==> config.mk <==
export PLATFORM = sky130hd
export DESIGN_NAME = col_burst_seq
export DESIGN_NICKNAME = d
export VERILOG_FILES = /design/src/rtl/cbs_pkg.sv /design/src/rtl/cbs_rst_sync.sv /design/src/rtl/cbs_window_mask.sv /design/src/rtl/cbs_offset_gen.sv /design/src/rtl/cbs_beat_ctrl.sv /design/src/rtl/col_burst_seq.sv
export SDC_FILE = /design/constraint.sdc
export NUM_CORES = 1
export LEC_CHECK = 0
export BUFFER_PORTS_ARGS = -buffer_cell sky130_fd_sc_hd__buf_4
export CORE_UTILIZATION = 40
export CTS_CLUSTER_DIAMETER = 40
export DETAILED_ROUTE_END_ITERATION = 8
export SETUP_SLACK_MARGIN = 0.1
export SLEW_MARGIN = 20
export SYNTH_ARGS = -nofsm -noshare
export SYNTH_HDL_FRONTEND = slang
export SYNTH_SLANG_ARGS = --single-unit
==> constraint.sdc <==
create_clock -name clk -period 1.85 [get_ports clk]
set_clock_uncertainty 0.05 [all_clocks]
set_input_delay 0.0925 -clock clk [delete_from_list [all_inputs] [get_ports clk]]
set_output_delay 0.0925 -clock clk [all_outputs]
set_load 0.01 [all_outputs]
==> src/rtl/cbs_pkg.sv <==
package cbs_pkg;

  typedef enum logic {
    ORD_WRAP = 1'b0,
    ORD_XOR  = 1'b1
  } order_e;

endpackage

==> src/rtl/cbs_rst_sync.sv <==
module cbs_rst_sync (
  input  logic clk,
  input  logic rst_n_a,
  output logic rst_n_s
);

  logic [1:0] sync_q;

  always_ff @(posedge clk or negedge rst_n_a) begin
    if (!rst_n_a) begin
      sync_q <= 2'b00;
    end else begin
      sync_q <= {sync_q[0], 1'b1};
    end
  end

  assign rst_n_s = sync_q[1];

endmodule

==> src/rtl/cbs_window_mask.sv <==
module cbs_window_mask #(
  parameter  int MAX_LOG = 3,
  localparam int LEN_W   = $clog2(MAX_LOG + 1)
) (
  input  logic [LEN_W-1:0]   len_code,
  output logic [MAX_LOG-1:0] mask
);

  logic [LEN_W-1:0] eff_log;

  always_comb begin
    if (len_code == '0) begin
      eff_log = LEN_W'(1);
    end else if (len_code > LEN_W'(MAX_LOG)) begin
      eff_log = LEN_W'(MAX_LOG);
    end else begin
      eff_log = len_code;
    end
  end

  for (genvar g = 0; g < MAX_LOG; g++) begin : g_bit
    assign mask[g] = (eff_log > LEN_W'(g));
  end

endmodule

==> src/rtl/cbs_offset_gen.sv <==
module cbs_offset_gen
  import cbs_pkg::*;
#(
  parameter int MAX_LOG = 3
) (
  input  logic [MAX_LOG-1:0] start_ofs,
  input  logic [MAX_LOG-1:0] beat,
  input  logic [MAX_LOG-1:0] mask,
  input  order_e             order,
  output logic [MAX_LOG-1:0] ofs
);

  logic [MAX_LOG-1:0] wrap_sum;
  logic [MAX_LOG-1:0] xor_mix;

  always_comb begin
    wrap_sum = start_ofs + beat;
    xor_mix  = start_ofs ^ beat;
    if (order == ORD_XOR) begin
      ofs = xor_mix & mask;
    end else begin
      ofs = wrap_sum & mask;
    end
  end

endmodule

==> src/rtl/cbs_beat_ctrl.sv <==
module cbs_beat_ctrl #(
  parameter int MAX_LOG = 3
) (
  input  logic               clk,
  input  logic               rst_n,
  input  logic               start_i,
  input  logic [MAX_LOG-1:0] mask_q,
  output logic               accept_o,
  output logic               active_o,
  output logic               last_o,
  output logic [MAX_LOG-1:0] beat_o
);

  logic               active_q, active_d;
  logic [MAX_LOG-1:0] beat_q, beat_d;
  logic               final_beat;
  logic               accept;

  assign final_beat = active_q && (beat_q == mask_q);
  assign accept     = start_i && (!active_q || final_beat);

  always_comb begin
    active_d = active_q;
    beat_d   = beat_q;
    if (accept) begin
      active_d = 1'b1;
      beat_d   = '0;
    end else if (final_beat) begin
      active_d = 1'b0;
    end else if (active_q) begin
      beat_d = beat_q + MAX_LOG'(1);
    end
  end

  always_ff @(posedge clk or negedge rst_n) begin
    if (!rst_n) begin
      active_q <= 1'b0;
      beat_q   <= '0;
    end else begin
      active_q <= active_d;
      beat_q   <= beat_d;
    end
  end

  assign accept_o = accept;
  assign active_o = active_q;
  assign last_o   = final_beat;
  assign beat_o   = beat_q;

endmodule

==> src/rtl/col_burst_seq.sv <==
module col_burst_seq
  import cbs_pkg::*;
#(
  parameter  int COL_W   = 10,
  parameter  int MAX_LOG = 3,
  localparam int LEN_W   = $clog2(MAX_LOG + 1)
) (
  input  logic             clk,
  input  logic             rst_n,
  input  logic             start_i,
  input  logic [COL_W-1:0] col_i,
  input  logic [LEN_W-1:0] len_i,
  input  logic             ileave_i,
  output logic [COL_W-1:0] col_o,
  output logic             valid_o,
  output logic             last_o
);

  localparam int UP_W = COL_W - MAX_LOG;

  logic               rst_n_s;
  logic               accept;
  logic               active;
  logic               last_w;
  logic [MAX_LOG-1:0] beat;
  logic [MAX_LOG-1:0] mask_d, mask_q;
  logic [MAX_LOG-1:0] ofs_w;
  logic [COL_W-1:0]   base_d, base_q;
  order_e             order_d, order_q;
  logic [COL_W-1:0]   win_full;

  cbs_rst_sync u_rst_sync (
    .clk     (clk),
    .rst_n_a (rst_n),
    .rst_n_s (rst_n_s)
  );

  cbs_window_mask #(.MAX_LOG(MAX_LOG)) u_mask (
    .len_code (len_i),
    .mask     (mask_d)
  );

  cbs_beat_ctrl #(.MAX_LOG(MAX_LOG)) u_ctrl (
    .clk      (clk),
    .rst_n    (rst_n_s),
    .start_i  (start_i),
    .mask_q   (mask_q),
    .accept_o (accept),
    .active_o (active),
    .last_o   (last_w),
    .beat_o   (beat)
  );

  always_comb begin
    base_d  = col_i;
    order_d = order_e'(ileave_i);
  end

  always_ff @(posedge clk or negedge rst_n_s) begin
    if (!rst_n_s) begin
      base_q  <= '0;
      order_q <= ORD_WRAP;
      mask_q  <= '0;
    end else if (accept) begin
      base_q  <= base_d;
      order_q <= order_d;
      mask_q  <= mask_d;
    end
  end

  cbs_offset_gen #(.MAX_LOG(MAX_LOG)) u_ofs (
    .start_ofs (base_q[MAX_LOG-1:0]),
    .beat      (beat),
    .mask      (mask_q),
    .order     (order_q),
    .ofs       (ofs_w)
  );

  assign win_full = {{UP_W{1'b0}}, mask_q};
  assign col_o    = (base_q & ~win_full) | {{UP_W{1'b0}}, ofs_w};
  assign valid_o  = active;
  assign last_o   = last_w;

endmodule

### Word level (Yosys, flattened, before mapping)

Cells that the tools add are included.

* register bits: 20
* output and inout bits: 12

* add/sub/neg operators: 2
* order comparisons: 4
* eq/ne operators: 2
* mux-type cells: 8
* bitwise logic cells: 6
* reductions and logical operators: 8

Operators with widths (count)
* two-way mux 3 bit: 4
* bitwise AND 10 bit: 1
* NOT 3 -> 10 bit: 1
* bitwise OR 10 x 3 -> 10 bit: 1
* bitwise AND 3 bit: 2
* greater-than comparator 2 x 1 -> 1 bit (second input constant): 2
* greater-than comparator 2 bit (second input constant): 2
* two-way mux 2 bit: 2
* nonzero test 2 bit: 2
* adder 3 x 1 -> 3 bit (second input constant): 1
* adder 3 bit: 1
* equality test 3 bit: 1
* XOR 3 bit: 1
* logical AND 1 bit: 2
* zero test 2 bit: 1
* two-way mux 1 bit: 2
* inequality test 2 bit (second input constant): 1
* AND reduction 2 bit: 1
* zero test 1 bit: 1
* logical OR 1 bit: 1

### Longest topological paths before layout

* depth after elaboration: 6
* depth in mapped cells: 6
* depth with buffers taken out: 6

### By module

A second synthesis with hierarchy kept.

* cells, all modules: 86
* area total of the unflattened synthesis: 1059.8 µm²

By module, submodules not included
* col_burst_seq: instances 1, cells an instance 46, area each 628.1 µm²
* cbs_beat_ctrl: instances 1, cells an instance 19, area each 244.0 µm²
* cbs_offset_gen: instances 1, cells an instance 14, area each 112.6 µm²
* cbs_rst_sync: instances 1, cells an instance 3, area each 53.8 µm²
* cbs_window_mask: instances 1, cells an instance 4, area each 21.3 µm²

### Worst setup path before layout

OpenSTA, ideal clock, no wires.

* kind: register to output
* start point: register u_ctrl.beat_q[0], in the netlist u_ctrl.beat_o[0]
* end point: output port col_o[2]
* arrival time: 1.646 ns
* data required time: 1.707 ns
* path slack: 0.062 ns
* cell stages (with the launch flop): 7
* buffers on the path: 0
* path through: dfrtp_1 > ha_1 > inv_1 > fa_1 > or3_1 > a21oi_1 > xor2_1

* longest elaborated chain between the ends: 4

RTL lines
* from (decl): RTL line cbs_beat_ctrl.sv:15 `logic [MAX_LOG-1:0] beat_q, beat_d;`
* from (signal assigned): RTL line cbs_beat_ctrl.sv:41 `beat_q <= beat_d;`
* adder 3 bit: RTL line cbs_offset_gen.sv:17 `wrap_sum = start_ofs + beat;`
* bitwise AND 3 bit: RTL line cbs_offset_gen.sv:22 `ofs = wrap_sum & mask;`
* two-way mux 3 bit: RTL line cbs_offset_gen.sv:19 `if (order == ORD_XOR) begin`
* bitwise OR 10 x 3 -> 10 bit: RTL line col_burst_seq.sv:80 `assign col_o = (base_q & ~win_full) | {{UP_W{1'b0}}, ofs_w};`
* to (decl): RTL line col_burst_seq.sv:14 `output logic [COL_W-1:0] col_o,`

Every way passes these cells.

### Worst setup path after layout

* start point: register u_ctrl.beat_q[1], in the netlist u_ctrl.beat_o[1]
* end point: output port col_o[2]

Same word-level chain as after synthesis.

==> results_dict.tcl <==
set metrics [dict create \
    outcome "finished, violations left" \
    violations "setup timing" \
    finalWorstSetupSlack_ns -0.308 \
    ios 28 \
    wl_per_cell_um 13.1 \
    cts_made_buffers 3 \
    drc 0 \
    start_kind "register" \
    fin_area_um2 1600 \
    reg2reg_slack_ns 0.11 \
    avgViaCountPerCell 4.69 \
    grt_pass1_wl_mm 3.47 \
    wirelength_mm 2.11 \
    fmax_ghz 0.463 \
    r2r_end "mask_q[1]" \
    preCtsSetupSlack_ns 0.0170 \
    antenna_found_initial 0 \
    r2r-start "u_ctrl.beat_o[0]" \
    track_usage_pct 17.1 \
    diodes 0 \
    dp_hpwl_mm 1.35 \
    postSynthAreaPerCell_um2 12.7 \
    cp-end-kind "primary output" \
    postRouteAntennaNets 0 \
    worstPathArrival_ns 2.02 \
    synthFlopType "dfrtp_1" \
    start_util_pct 43.4 \
    p_leak_nw 0.754 \
    hold_viol 0 \
    grt_pass1_vias 719 \
    grt-ovfl-total 0 \
    drt-initial-drc-count 11 \
    fp.dieH_um 54.3 \
    dpl-instance-area_um2 1290 \
    rsz0062_at_grt "true" \
    die_w_um 54.3 \
    place_congestion 0.732 \
    ys.warnings.count 0 \
    post-route-period-util_pct 117 \
    setup_viol_count_final 2 \
    cts.sinks 20 \
    netlist_area_um2 1090 \
    pwr_density_cell_nw_per_um2 1900 \
    tightestPinTransition_ns 0.720 \
    rows 18 \
    cts_max_path_buffers 2 \
    die-area_um2 2950 \
    critPathKind "register to primary output" \
    cap_violations 0 \
    ys_seq_area_share_pct 45.7 \
    path_max_fanout 3 \
    area.growth.synth_to_final_pct 45.9 \
    synth_nets 106 \
    grt_max_degree 19 \
    nets 152 \
    yosysUniqueCellTypes 31 \
    first_pass_iters 4 \
    clock_latency_ns 0.32 \
    final_util_pct 63.3 \
    root_buffer "clkbuf_4" \
    vias 755 \
    synth-edff-count 0 \
    fin_crit_ns 2.16 \
    drive_gt1_share_pct 51.1 \
    vdd_drop_max_mv 1.19 \
    cts_tree "built" \
    clk_pin_slew_ns 0.12 \
    worst-r2r-cell-count 6 \
    coreArea_um2 2520 \
    synth_seq_cells 20 \
    htreeDepth 1 \
    portBuffers 27 \
    min_path_type "input pin to async pin" \
    report.final.slew_viol_count 0 \
    worstPathRequired_ns 1.71 \
    synth_cells 86 \
    synth-async-reset-ratio_pct 100 \
    relSlewSlack_pct 52.0 \
]
-- worst max-delay path, stage by stage (launching register included) --
cell,delay [ns]
dfrtp_1,0.42
inv_1,0.10
fa_2,0.38
or3_4,0.33
a21oi_2,0.16
xor2_1,0.17
buf_4,0.14
-- registers in the layout, indices dropped and copies added, names as in the netlist --
name,flops
base_q,10
mask_q,3
order_q,1
u_ctrl.active_o,1
u_ctrl.beat_o,3
u_rst_sync.sync_q,2
-- repair_timing --
action,CTS,global route
buffers inserted,1,3
setup endpoints to repair,15,16
pin swaps,2,5
cloned,1,0
hold buffers,14,0
resized for setup,3,12
hold endpoints to repair,15,0
-- per-layer routing --
metal | track usage (%) | wire [um] | part of all wire, % | up-vias
met2 | 25.8 | 976 | 46 | 16
met5 | 0 | 0 | 0 | -
li1 | - | - | - | 375
met1 | 22.4 | 1010 | 48 | 359
met3 | 5.00 | 75 | 3.6 | 5
met4 | 7.69 | 46 | 2.2 | 0
-- cell usage after synthesis, types with 2 or more instances --
| cell type | count | area (um2) |
|---|---|---|
| inv_1 | 5 | 18.8 |
| o21ai_0 | 4 | 20.0 |
| mux2_2 | 5 | 56.3 |
| ha_1 | 3 | 37.5 |
| a41oi_1 | 2 | 17.5 |
| buf_4 | 7 | 52.6 |
| a21oi_1 | 2 | 10.0 |
| xor2_1 | 4 | 35.0 |
| mux2_4 | 9 | 135 |
| dfrtp_1 | 20 | 500 |
| nor2_1 | 2 | 7.51 |
| nand2_1 | 4 | 15.0 |
-- through the flow --
step	power, mW	cells	hold slack (ns)	setup TNS (ns)
after floorplan	1.93	86	-0.253	0
after global placement	2.28	138	-0.175	0
after detailed placement	2.31	138	-0.175	0
after CTS	2.76	158	0.0122	-0.453
after global routing	3.27	161	0.0262	-0.645
final	3.03	161	0.0188	-0.418
-- worst max-delay path by stage --
stage / start / endpoint / slack (ns)
2_1_floorplan: u_ctrl.beat_o[0] / col_o[2] / 0.09
3_3_place_gp: u_ctrl.beat_o[0] / base_q[0] / 0.05
3_5_place_dp: base_q[0] / col_o[2] / 0.02
4_1_cts: u_ctrl.beat_o[0] / col_o[2] / -0.34
5_1_grt: base_q[0] / col_o[2] / -0.44
6_report: u_ctrl.beat_o[1] / col_o[2] / -0.31
-- power breakdown --
part | leakage [nW] | switching [mW] | total [mW] | internal [mW]
clock | 0.0279 | 0.144 | 0.364 | 0.219
sequential | 0.232 | 0.182 | 0.818 | 0.636
combinational | 0.494 | 0.777 | 1.85 | 1.08
total | 0.754 | 1.10 | 3.03 | 1.93
-- area by class of cell --
type	instances	area (um2)
Clock buffer	3	22.5
Fill cell	196	925
Timing Repair Buffer	50	418
Tap cell	30	37.5
Inverter	5	18.8
Multi-Input combinational cell	52	571
Clock inverter	1	30.0
Sequential cell	20	500
-- cell usage in the layout, fill, tap and decap left out, types with 2 or more instances in the layout --
| cell | count |
|---|---|
| buf_4 | 34 |
| dfrtp_1 | 20 |
| dlygate4sd3_1 | 14 |
| mux2_4 | 9 |
| inv_1 | 5 |
| mux2_2 | 5 |
| nand2_1 | 4 |
| ha_1 | 3 |
| clkbuf_4 | 3 |
| xor2_2 | 2 |
| o21ai_0 | 2 |
| nor2_1 | 2 |
| a41oi_1 | 2 |
| buf_6 | 2 |
-- kinds of logic after synthesis --
| family | share of synthesized area, % |
|---|---|
| buffers and inverters | 9.83 |
| adders and majority gates | 5.26 |
| muxes | 18.4 |
| and+or+nand+nor | 7.20 |
| AOI/OAI and AO/OA | 10.1 |
| DFF | 45.7 |
| xor gates and xnor gates | 3.20 |
| other | 0.343 |
(Power assumes the default switching activity.)
